<file path="config.mk">
export PLATFORM = sky130hd
export DESIGN_NAME = sdram_init_seq
export DESIGN_NICKNAME = d
export VERILOG_FILES = /design/src/rtl/sdram_init_pkg.sv /design/src/rtl/sdram_init_timer.sv /design/src/rtl/sdram_init_fsm.sv /design/src/rtl/sdram_cmd_drive.sv /design/src/rtl/sdram_init_seq.sv
export SDC_FILE = /design/constraint.sdc
export NUM_CORES = 1
export LEC_CHECK = 0
export BUFFER_PORTS_ARGS = -buffer_cell sky130_fd_sc_hd__buf_2
export CORE_AREA = 4 4 56 58
export CTS_CLUSTER_DIAMETER = 80
export DETAILED_ROUTE_END_ITERATION = 7
export DIE_AREA = 0 0 60 62
export HOLD_SLACK_MARGIN = 0.02
export PLACE_DENSITY = 0.8
export SLEW_MARGIN = 0
export SYNTH_ARGS = -nofsm -noshare
export SYNTH_HDL_FRONTEND = slang
export SYNTH_SLANG_ARGS = --single-unit
</file>
<file path="constraint.sdc">
create_clock -name clk -period 2.8 [get_ports clk]
set_input_delay 0.14 -clock clk [delete_from_list [all_inputs] [get_ports clk]]
set_output_delay 0.14 -clock clk [all_outputs]
set_load 0.01 [all_outputs]
</file>
<file path="src/rtl/sdram_init_pkg.sv">
package sdram_init_pkg;

  typedef enum logic [2:0] {
    ST_PRE  = 3'd0,
    ST_MRS  = 3'd1,
    ST_REF  = 3'd2,
    ST_FIN  = 3'd3,
    ST_DONE = 3'd4
  } step_t;

  // Nanoseconds to clock cycles, any fraction counts as a full cycle.
  function automatic int unsigned ns_to_cycles(input longint unsigned ns,
                                               input longint unsigned period_ps);
    longint unsigned num;
    longint unsigned cyc;
    num = ns * 64'd1000;
    cyc = (num + period_ps - 64'd1) / period_ps;
    if (cyc == 0) cyc = 1;
    return int'(cyc);
  endfunction

  function automatic int unsigned max2(input int unsigned a, input int unsigned b);
    return (a > b) ? a : b;
  endfunction

  function automatic int unsigned width_for(input int unsigned v);
    return (v < 2) ? 1 : $clog2(v + 1);
  endfunction

endpackage

</file>
<file path="src/rtl/sdram_init_timer.sv">
module sdram_init_timer #(
  parameter int unsigned W       = 8,
  parameter int unsigned RST_VAL = 10
) (
  input  logic         clk,
  input  logic         rst_n,
  input  logic         load,
  input  logic [W-1:0] load_val,
  output logic         expired
);
  logic [W-1:0] cnt;

  always_ff @(posedge clk) begin
    if (!rst_n)          cnt <= W'(RST_VAL);
    else if (load)       cnt <= load_val;
    else if (cnt != '0)  cnt <= cnt - 1'b1;
  end

  assign expired = (cnt == '0);

  // A loaded value counts down one per cycle until zero.
  assert_timer_counts_R7: assert property (@(posedge clk) disable iff (!rst_n)
    (!load && !expired) |=> (cnt == $past(cnt) - 1'b1));
endmodule

</file>
<file path="src/rtl/sdram_init_fsm.sv">
module sdram_init_fsm
  import sdram_init_pkg::*;
#(
  parameter int unsigned TW        = 8,
  parameter int unsigned RP_CYC    = 2,
  parameter int unsigned MRD_CYC   = 2,
  parameter int unsigned RFC_CYC   = 7,
  parameter int unsigned REF_N     = 8,
  parameter bit          MRS_FIRST = 1'b1
) (
  input  logic          clk,
  input  logic          rst_n,
  input  logic          expired,
  output logic          tmr_load,
  output logic [TW-1:0] tmr_val,
  output logic          issue,
  output step_t         step,
  output logic          done
);
  localparam int unsigned RW = width_for(REF_N);

  step_t         step_q, step_d;
  logic [RW-1:0] refs_left, refs_left_d;

  assign issue = expired && (step_q == ST_PRE || step_q == ST_MRS || step_q == ST_REF);

  always_comb begin
    step_d      = step_q;
    refs_left_d = refs_left;
    tmr_load    = 1'b0;
    tmr_val     = '0;
    if (expired) begin
      unique case (step_q)
        ST_PRE: begin
          tmr_load = 1'b1;
          tmr_val  = TW'(RP_CYC - 1);
          step_d   = MRS_FIRST ? ST_MRS : ST_REF;
        end
        ST_MRS: begin
          tmr_load = 1'b1;
          tmr_val  = TW'(MRD_CYC - 1);
          step_d   = MRS_FIRST ? ST_REF : ST_FIN;
        end
        ST_REF: begin
          tmr_load    = 1'b1;
          tmr_val     = TW'(RFC_CYC - 1);
          refs_left_d = refs_left - 1'b1;
          if (refs_left == RW'(1)) step_d = MRS_FIRST ? ST_FIN : ST_MRS;
        end
        ST_FIN:  step_d = ST_DONE;
        default: step_d = ST_DONE;
      endcase
    end
  end

  always_ff @(posedge clk) begin
    if (!rst_n) begin
      step_q    <= ST_PRE;
      refs_left <= RW'(REF_N);
    end else begin
      step_q    <= step_d;
      refs_left <= refs_left_d;
    end
  end

  assign step = step_q;
  assign done = (step_q == ST_DONE);

  // Completion is sticky until reset.
  assert_done_sticky_R8: assert property (@(posedge clk) disable iff (!rst_n)
    done |=> done);
  // A command is only issued while the sequence is still running.
  assert_no_issue_after_done_R9: assert property (@(posedge clk) disable iff (!rst_n)
    done |-> !issue);
endmodule

</file>
<file path="src/rtl/sdram_cmd_drive.sv">
module sdram_cmd_drive
  import sdram_init_pkg::*;
#(
  parameter int unsigned ADDR_W = 13,
  parameter int unsigned BA_W   = 2,
  parameter int unsigned DQM_W  = 2,
  parameter int unsigned AP_BIT = 10,
  parameter logic [ADDR_W-1:0] MODE_WORD = '0
) (
  input  logic              done,
  input  logic              issue,
  input  step_t             step,
  input  logic              ctl_cs_n,
  input  logic              ctl_ras_n,
  input  logic              ctl_cas_n,
  input  logic              ctl_we_n,
  input  logic [ADDR_W-1:0] ctl_addr,
  input  logic [BA_W-1:0]   ctl_ba,
  input  logic              ctl_cke,
  input  logic [DQM_W-1:0]  ctl_dqm,
  output logic              sd_cs_n,
  output logic              sd_ras_n,
  output logic              sd_cas_n,
  output logic              sd_we_n,
  output logic [ADDR_W-1:0] sd_addr,
  output logic [BA_W-1:0]   sd_ba,
  output logic              sd_cke,
  output logic [DQM_W-1:0]  sd_dqm
);
  localparam logic [ADDR_W-1:0] PRE_ALL = ADDR_W'(1) << AP_BIT;

  logic [3:0]        init_cmd;
  logic [ADDR_W-1:0] init_addr;

  always_comb begin
    init_cmd  = 4'b0111;
    init_addr = '0;
    if (issue) begin
      unique case (step)
        ST_PRE: begin init_cmd = 4'b0010; init_addr = PRE_ALL;   end
        ST_MRS: begin init_cmd = 4'b0000; init_addr = MODE_WORD; end
        ST_REF: begin init_cmd = 4'b0001; end
        default: ;
      endcase
    end
  end

  always_comb begin
    if (done) begin
      {sd_cs_n, sd_ras_n, sd_cas_n, sd_we_n} = {ctl_cs_n, ctl_ras_n, ctl_cas_n, ctl_we_n};
      sd_addr = ctl_addr;
      sd_ba   = ctl_ba;
      sd_cke  = ctl_cke;
      sd_dqm  = ctl_dqm;
    end else begin
      {sd_cs_n, sd_ras_n, sd_cas_n, sd_we_n} = init_cmd;
      sd_addr = init_addr;
      sd_ba   = '0;
      sd_cke  = 1'b1;
      sd_dqm  = '1;
    end
  end
endmodule

</file>
<file path="src/rtl/sdram_init_seq.sv">
module sdram_init_seq
  import sdram_init_pkg::*;
#(
  parameter int unsigned CLK_PERIOD_PS = 7500,
  parameter int unsigned PAUSE_NS      = 200000,
  parameter int unsigned TRP_NS        = 20,
  parameter int unsigned TRFC_NS       = 70,
  parameter int unsigned TMRD_NS       = 15,
  parameter int unsigned REFRESH_COUNT = 8,
  parameter bit          MRS_FIRST     = 1'b1,
  parameter int unsigned ADDR_W        = 13,
  parameter int unsigned BA_W          = 2,
  parameter int unsigned DQM_W         = 2,
  parameter int unsigned AP_BIT        = 10,
  parameter logic [ADDR_W-1:0] MODE_WORD = 'h022
) (
  input  logic              clk,
  input  logic              rst_n,
  input  logic              ctl_cs_n,
  input  logic              ctl_ras_n,
  input  logic              ctl_cas_n,
  input  logic              ctl_we_n,
  input  logic [ADDR_W-1:0] ctl_addr,
  input  logic [BA_W-1:0]   ctl_ba,
  input  logic              ctl_cke,
  input  logic [DQM_W-1:0]  ctl_dqm,
  output logic              sd_cs_n,
  output logic              sd_ras_n,
  output logic              sd_cas_n,
  output logic              sd_we_n,
  output logic [ADDR_W-1:0] sd_addr,
  output logic [BA_W-1:0]   sd_ba,
  output logic              sd_cke,
  output logic [DQM_W-1:0]  sd_dqm,
  output logic              init_done
);
  localparam int unsigned PAUSE_CYC = ns_to_cycles(PAUSE_NS, CLK_PERIOD_PS);
  localparam int unsigned RP_CYC    = ns_to_cycles(TRP_NS,   CLK_PERIOD_PS);
  localparam int unsigned RFC_CYC   = ns_to_cycles(TRFC_NS,  CLK_PERIOD_PS);
  localparam int unsigned MRD_CYC   = ns_to_cycles(TMRD_NS,  CLK_PERIOD_PS);
  localparam int unsigned REF_N     = max2(REFRESH_COUNT, 8);
  localparam int unsigned MAX_GAP   = max2(max2(RP_CYC, RFC_CYC), MRD_CYC);
  localparam int unsigned TW        = width_for(max2(PAUSE_CYC, MAX_GAP));
  localparam int unsigned RW        = width_for(REF_N);

  logic          tmr_expired;
  logic          tmr_load;
  logic [TW-1:0] tmr_val;
  logic          issue;
  step_t         step;
  logic          done;

  sdram_init_timer #(.W(TW), .RST_VAL(PAUSE_CYC)) u_timer (
    .clk(clk), .rst_n(rst_n), .load(tmr_load), .load_val(tmr_val),
    .expired(tmr_expired)
  );

  sdram_init_fsm #(
    .TW(TW), .RP_CYC(RP_CYC), .MRD_CYC(MRD_CYC), .RFC_CYC(RFC_CYC),
    .REF_N(REF_N), .MRS_FIRST(MRS_FIRST)
  ) u_fsm (
    .clk(clk), .rst_n(rst_n), .expired(tmr_expired), .tmr_load(tmr_load),
    .tmr_val(tmr_val), .issue(issue), .step(step), .done(done)
  );

  sdram_cmd_drive #(
    .ADDR_W(ADDR_W), .BA_W(BA_W), .DQM_W(DQM_W), .AP_BIT(AP_BIT), .MODE_WORD(MODE_WORD)
  ) u_drive (
    .done(done), .issue(issue), .step(step),
    .ctl_cs_n(ctl_cs_n), .ctl_ras_n(ctl_ras_n), .ctl_cas_n(ctl_cas_n), .ctl_we_n(ctl_we_n),
    .ctl_addr(ctl_addr), .ctl_ba(ctl_ba), .ctl_cke(ctl_cke), .ctl_dqm(ctl_dqm),
    .sd_cs_n(sd_cs_n), .sd_ras_n(sd_ras_n), .sd_cas_n(sd_cas_n), .sd_we_n(sd_we_n),
    .sd_addr(sd_addr), .sd_ba(sd_ba), .sd_cke(sd_cke), .sd_dqm(sd_dqm)
  );

  assign init_done = done;

  // ---- Named pin-level events for the assertions ----
  wire pin_pre = !init_done && {sd_cs_n, sd_ras_n, sd_cas_n, sd_we_n} == 4'b0010;
  wire pin_mrs = !init_done && {sd_cs_n, sd_ras_n, sd_cas_n, sd_we_n} == 4'b0000;
  wire pin_ref = !init_done && {sd_cs_n, sd_ras_n, sd_cas_n, sd_we_n} == 4'b0001;
  wire pin_cmd = pin_pre || pin_mrs || pin_ref;

  logic [TW-1:0] since_rst;
  logic [TW-1:0] since_cmd;
  logic [TW-1:0] need_gap;
  logic          seen_cmd;
  logic [RW-1:0] refs_seen;
  logic [1:0]    mrs_seen;

  always_ff @(posedge clk) begin
    if (!rst_n) begin
      since_rst <= '0;
      since_cmd <= '0;
      need_gap  <= '0;
      seen_cmd  <= 1'b0;
      refs_seen <= '0;
      mrs_seen  <= '0;
    end else begin
      if (since_rst != TW'(PAUSE_CYC)) since_rst <= since_rst + 1'b1;
      if (pin_cmd) begin
        since_cmd <= TW'(1);
        seen_cmd  <= 1'b1;
        need_gap  <= pin_pre ? TW'(RP_CYC) : pin_mrs ? TW'(MRD_CYC) : TW'(RFC_CYC);
      end else if (since_cmd != TW'(MAX_GAP)) begin
        since_cmd <= since_cmd + 1'b1;
      end
      if (pin_ref && refs_seen != RW'(REF_N)) refs_seen <= refs_seen + 1'b1;
      if (pin_mrs && mrs_seen != 2'd3) mrs_seen <= mrs_seen + 1'b1;
    end
  end

  assert_pause_respected_R1: assert property (@(posedge clk) disable iff (!rst_n)
    pin_cmd |-> (since_rst == TW'(PAUSE_CYC)));
  assert_cke_dqm_high_R2: assert property (@(posedge clk) disable iff (!rst_n)
    !init_done |-> (sd_cke && (&sd_dqm)));
  assert_pre_all_banks_R3: assert property (@(posedge clk) disable iff (!rst_n)
    pin_pre |-> (sd_addr[AP_BIT] && !seen_cmd && sd_ba == '0));
  assert_mode_word_R4: assert property (@(posedge clk) disable iff (!rst_n)
    pin_mrs |-> (sd_addr == MODE_WORD && sd_ba == '0));
  assert_refresh_count_R5: assert property (@(posedge clk) disable iff (!rst_n)
    $rose(init_done) |-> (refs_seen == RW'(REF_N) && mrs_seen == 2'd1));
  assert_mrs_order_R6: assert property (@(posedge clk) disable iff (!rst_n)
    pin_mrs |-> (refs_seen == (MRS_FIRST ? RW'(0) : RW'(REF_N))));
  assert_cmd_spacing_R7: assert property (@(posedge clk) disable iff (!rst_n)
    (pin_cmd && seen_cmd) |-> (since_cmd == need_gap));
  assert_passthrough_R10: assert property (@(posedge clk) disable iff (!rst_n)
    init_done |-> (sd_addr == ctl_addr && sd_cke == ctl_cke && sd_ras_n == ctl_ras_n));
endmodule

</file>
* Yosys cells after proc, flatten, opt, wreduce, memory -nomap -nowiden
Index checks and enable logic that the tools add are counted.
** Word-level totals
- Input port bits :: 24
- Flip-flop bits (word level) :: 22
- Logic and storage cells :: 40
** Operators by class
- Equal/unequal tests :: 5
- Reduce and logical (&&, ||, !) cells :: 10
- Add/subtract/negate cells :: 2
- Mux-type cells :: 20
** Operators with widths (count)
- two-way mux 15 bit :: 3
- two-way mux 13 bit :: 2
- case mux 11 bit (2 select lines) :: 1
- case mux 3 bit (3 select lines) :: 2
- zero test 15 bit :: 1
- nonzero test 15 bit :: 1
- subtractor 15 x 1 -> 15 bit (second input constant) :: 1
- case mux 4 bit (3 select lines) :: 1
- two-way mux 1 bit :: 7
- equality test 4 x 1 -> 1 bit (second input constant) :: 1
- two-way mux 2 bit :: 2
- two-way mux 4 bit :: 1
- AND reduction 2 bit :: 2
- subtractor 4 x 1 -> 4 bit (second input constant) :: 1
- equality test 3 x 1 -> 1 bit (second input constant) :: 1
- equality test 3 x 2 -> 1 bit (second input constant) :: 1
- equality test 3 bit (second input constant) :: 1
- zero test 3 bit :: 1
- two-way mux 3 bit :: 1
- OR reduction 3 bit :: 1
- logical OR 1 bit :: 2
- != test 2 bit (second input constant) :: 1
- nonzero test 2 bit :: 1
- logical AND 1 bit :: 1

* Depth between registers and ports, before layout
- Depth after elaboration :: 6
- Depth in mapped cells :: 8
- Mapped depth without buffers :: 6

* Hierarchy
Synthesis repeated with hierarchy kept, for this count alone.
** Second synthesis, totals
- Cell total of the unflattened synthesis :: 196
- Area total of the unflattened synthesis :: 1565.3 um^2
** By module, submodules not included
- sdram_init_timer :: instances 1, area each 855.8 um^2, cells an instance 103, seq. area each 300.3 um^2
- sdram_init_fsm :: instances 1, area each 490.5 um^2, cells an instance 58, seq. area each 140.1 um^2
- sdram_cmd_drive :: instances 1, area each 219.0 um^2, cells an instance 35, seq. area each 0.0 um^2

* Worst setup path after synthesis
No wires, ideal clock.
- Path type :: register to register
- Start point :: register u_timer.cnt[0]
- End point :: register u_timer.cnt[7]
- Slack :: 1041 ps
- Data required time :: 2730 ps
- Stages on the path, launching flop included :: 5
- Setup time :: 70 ps
- Path buffers :: 0
- Arrival time :: 1689 ps
- Cells stage by stage :: dfxtp_1 > or4_4 > or4_1 > or3_1 > a21boi_1
** Between the ends
- Cells in the longest elaborated chain, start to end :: 3
- Elaborated cells between the ends (all ways) :: 7
- Those cells by class :: 1 x add/sub; 3 x mux; 3 x reduce/logical
** RTL lines
- start: declaration :: line sdram_init_timer.sv:11 : logic [W-1:0] cnt;
- start signal: assignment :: line sdram_init_timer.sv:14 : if (!rst_n) cnt <= W'(RST_VAL);
- start signal: assignment :: line sdram_init_timer.sv:15 : else if (load) cnt <= load_val;
- start signal: assignment :: line sdram_init_timer.sv:16 : else if (cnt != '0) cnt <= cnt - 1'b1;
- subtractor 15 x 1 -> 15 bit / zero test 15 bit (equally long branches) :: line sdram_init_timer.sv:16, sdram_init_timer.sv:19
- two-way mux 15 bit / two-way mux 1 bit (equally long branches) :: line sdram_init_timer.sv:16, sdram_init_fsm.sv:32
- two-way mux 15 bit / nonzero test 2 bit (equally long branches)
Parallel ways exist; a longest one is shown, timed or not. The select of a mux whose other input is x is not followed.
A chain may end at the register's enable or synchronous reset.

* Final worst setup path
- Start point :: register u_timer.cnt[6]
- End point :: output port sd_cas_n
** Between the ends
- Cells in the longest elaborated chain, start to end :: 4
** RTL lines
- zero test 15 bit :: line sdram_init_timer.sv:19 : assign expired = (cnt == '0);
- logical AND 1 bit :: line sdram_init_fsm.sv:25 : assign issue = expired && (step_q == ST_PRE || step_q == ST_MRS || step_q == ST_REF);
- two-way mux 4 bit :: line sdram_cmd_drive.sv:38 : if (issue) begin
- two-way mux 1 bit :: line sdram_cmd_drive.sv:49 : if (done) begin
- end: declaration :: line sdram_init_seq.sv:29 : output logic sd_cas_n,
No other way between the ends.

==> run metrics <==
Yosys top cell area share 33.2%; H-tree Lvls 1; post-route setup slack 0.294 ns; dpl ws 0.653 ns; reg2reg setup slack 0.62 ns; crit path buf inv count 1; Clock Tree Root clkbuf_4; Post-DP HPWL 2640 µm; relative slew slack 51.6%; library cells used by synthesis 44; DR iter-0 viols 62; GP Congestion 0.911; critical-path cell list nor4_1 -> and4_1 -> nand3b_1 -> o211a_1 -> buf_2; average wire per standard cell 14.5 µm; number of port buffers 46; Tot GR Track Use 18.5%; die span in x 60 µm; GR Util met1 23.0%; clock latency at the later pin of the worst-skew pair 0.31 ns; Yosys warning count 0; setup bufs post-CTS 0; clock sinks 22; FF-to-FF End u_timer.cnt[1]$_SDFFE_PN1P_; Top Family by Delay on Critical Path simple AND/OR/NAND/NOR gates; WL final 3440 µm; Worst path slowest cell nor4_1; Final ANT Viol Nets 0; Tot Pwr 605 µW; synthesized instance count 166; RSZ-0062 raised after global routing no; crit path DAT 2.37 ns; Hold Path End u_timer.cnt[1]$_SDFFE_PN1P_; kind of end point of the critical path output pin; final hold violation count 0; Congestion Overflow GR 0; worst hold path depth 2; Worst Hold Class input port to flip-flop; first-pass GRT wire length 5380 µm; Startpoint Class flip-flop; final setup TNS 0 ns; initial core utilization 49.8%; layout cells sized above 1 27.2%; asr flop ratio synth 0%; vias in the first global route 1247; Post-synth EDFFs 0; VDD IR-drop max 0.502 mV; Synth Flop Type dfxtp_1; Critical Path RT 2.66 ns; Final Cycle Share 89.5%; ant diodes 0; Die Ht 62 µm; Max stage delay on crit path 0.59 ns; min cycle time layout 2.51 ns; clk buf depth 2; gr busiest metal met2; Via Count 1395; Core Area 0.00266 mm²; Min-Delay Startpoint rst_n; Max-Cap Viols 0; Num CTS Buffers 3; TritonCTS clock tree done; leakage power 0.000736 µW; status finished clean; Max Fanout on Critical Path 9; final setup fails 0; top cells by count, synth dfxtp_1 (22), and3_1 (16), nand2_1 (15), a21oi_1 (9), clkbuf_1 (9); syn_nets 194; DR vias/cell 5.89; Layout Skew 0.000793 ns; crit path kind flip-flop to output pin; Synth area leaders dfxtp_1 (33%), and3_1 (7.5%), nand2_1 (4.2%); met3 Resource Use GR 2.89%; met2 Resource Use GR 32.1%; Residual DRC 0; FMAX 399 MHz; io pins 47; CTS Hold Bufs 0; register bit total from synthesis 22; DRT Pass-1 Iters 4; Netlist Area Pre-Place 0.00133 mm²; Final nets 235; leading area contributor after synthesis dfxtp_1; fin. max-slew vios 0; R2R Path Start u_timer.cnt[6]$_SDFFE_PN0P_; top-count cell post-synth dfxtp_1; cts repair resizes 0; antenna violations before repair 0; Power Density 376 mW/mm²; Seq/Total Area, Yosys 33.2%; Cell Rows 19; Die ar. 0.00372 mm²; Area growth, synth to finish 21.1%; largest net degree at the start of global routing 26; worst slew pin tran 0.725 ns; Reg clk slew, reported paths 0.13 ns; reg2reg path depth 5; synthesized area per cell 7.99 µm²
## cells by family after synthesis
| kind of cell | count (synthesis) | share of synthesized area (%) |
|---|---|---|
| adder cells (fa/ha/maj) | 4 | 3.77 |
| AO/OA/AOI/OAI | 35 | 17.1 |
| multiplexers | 4 | 3.11 |
| XOR/XNOR | 2 | 1.32 |
| buffers and inverters | 17 | 5.38 |
| flip-flops | 22 | 33.2 |
| AND/OR/NAND/NOR | 82 | 36.1 |
## stage by stage
step                cells  area, µm²  hold slack, ns  utilization (%)
global placement      233       1550           0.471             58.4
global route          237       1610           0.229             60.3
finish                237       1610           0.182             60.3
floorplan             166       1330           0.292                -
CTS                   237       1610           0.185             60.3
detailed placement    233       1550           0.486             58.4
## layout make-up
class | count | area [µm²]
Fill cell | 246 | 1060
Multi-Input combinational cell | 127 | 815
Sequential cell | 22 | 440
Timing Repair Buffer | 47 | 238
Tap cell | 31 | 38.8
Clock inverter | 1 | 30.0
Clock buffer | 3 | 22.5
Inverter | 6 | 22.5
## routing by layer
metal,vias to the layer above,wire (µm)
met4,0,25
met1,659,1350
met5,-,0
li1,694,-
met2,38,1940
met3,4,128
## state kept, by name, indices dropped and copies added (netlist names)
| register | cells |
|---|---|
| u_timer.cnt | 15 |
| u_fsm.refs_left | 4 |
| u_fsm.step | 3 |
## power breakdown
| part | leakage [µW] | internal, µW | switching (µW) |
|---|---|---|---|
| Sequential | 0.000178 | 318 | 5.52 |
| Clock | 0.0000279 | 145 | 101 |
| Combinational | 0.000530 | 20.0 | 16.2 |
| Total | 0.000736 | 482 | 122 |
## placed cells by master, fill, tap and decap left out, types with 6 or more instances in the layout
| master | instances |
|---|---|
| nand2_1 | 15 |
| buf_2 | 46 |
| inv_1 | 6 |
| and3_1 | 16 |
| nand2b_1 | 6 |
| a21oi_1 | 9 |
| o21ai_0 | 7 |
| nor2_1 | 7 |
| dfxtp_1 | 22 |
## worst max path at each step
stage | startpoint | endpoint | cells after the start
after CTS | u_timer.cnt[6]$_SDFFE_PN0P_ | sd_cas_n | 5
after floorplan | u_timer.cnt[0]$_SDFFE_PN1P_ | u_timer.cnt[7]$_SDFFE_PN0P_ | 4
after global routing | u_fsm.step[1]$_SDFFE_PN0P_ | sd_cas_n | 5
after global placement | u_timer.cnt[0]$_SDFFE_PN1P_ | u_timer.cnt[1]$_SDFFE_PN1P_ | 7
final | u_timer.cnt[6]$_SDFFE_PN0P_ | sd_cas_n | 5
after detailed placement | u_timer.cnt[6]$_SDFFE_PN0P_ | u_timer.cnt[1]$_SDFFE_PN1P_ | 5
Note: power is estimated with default switching activity, not from simulation.
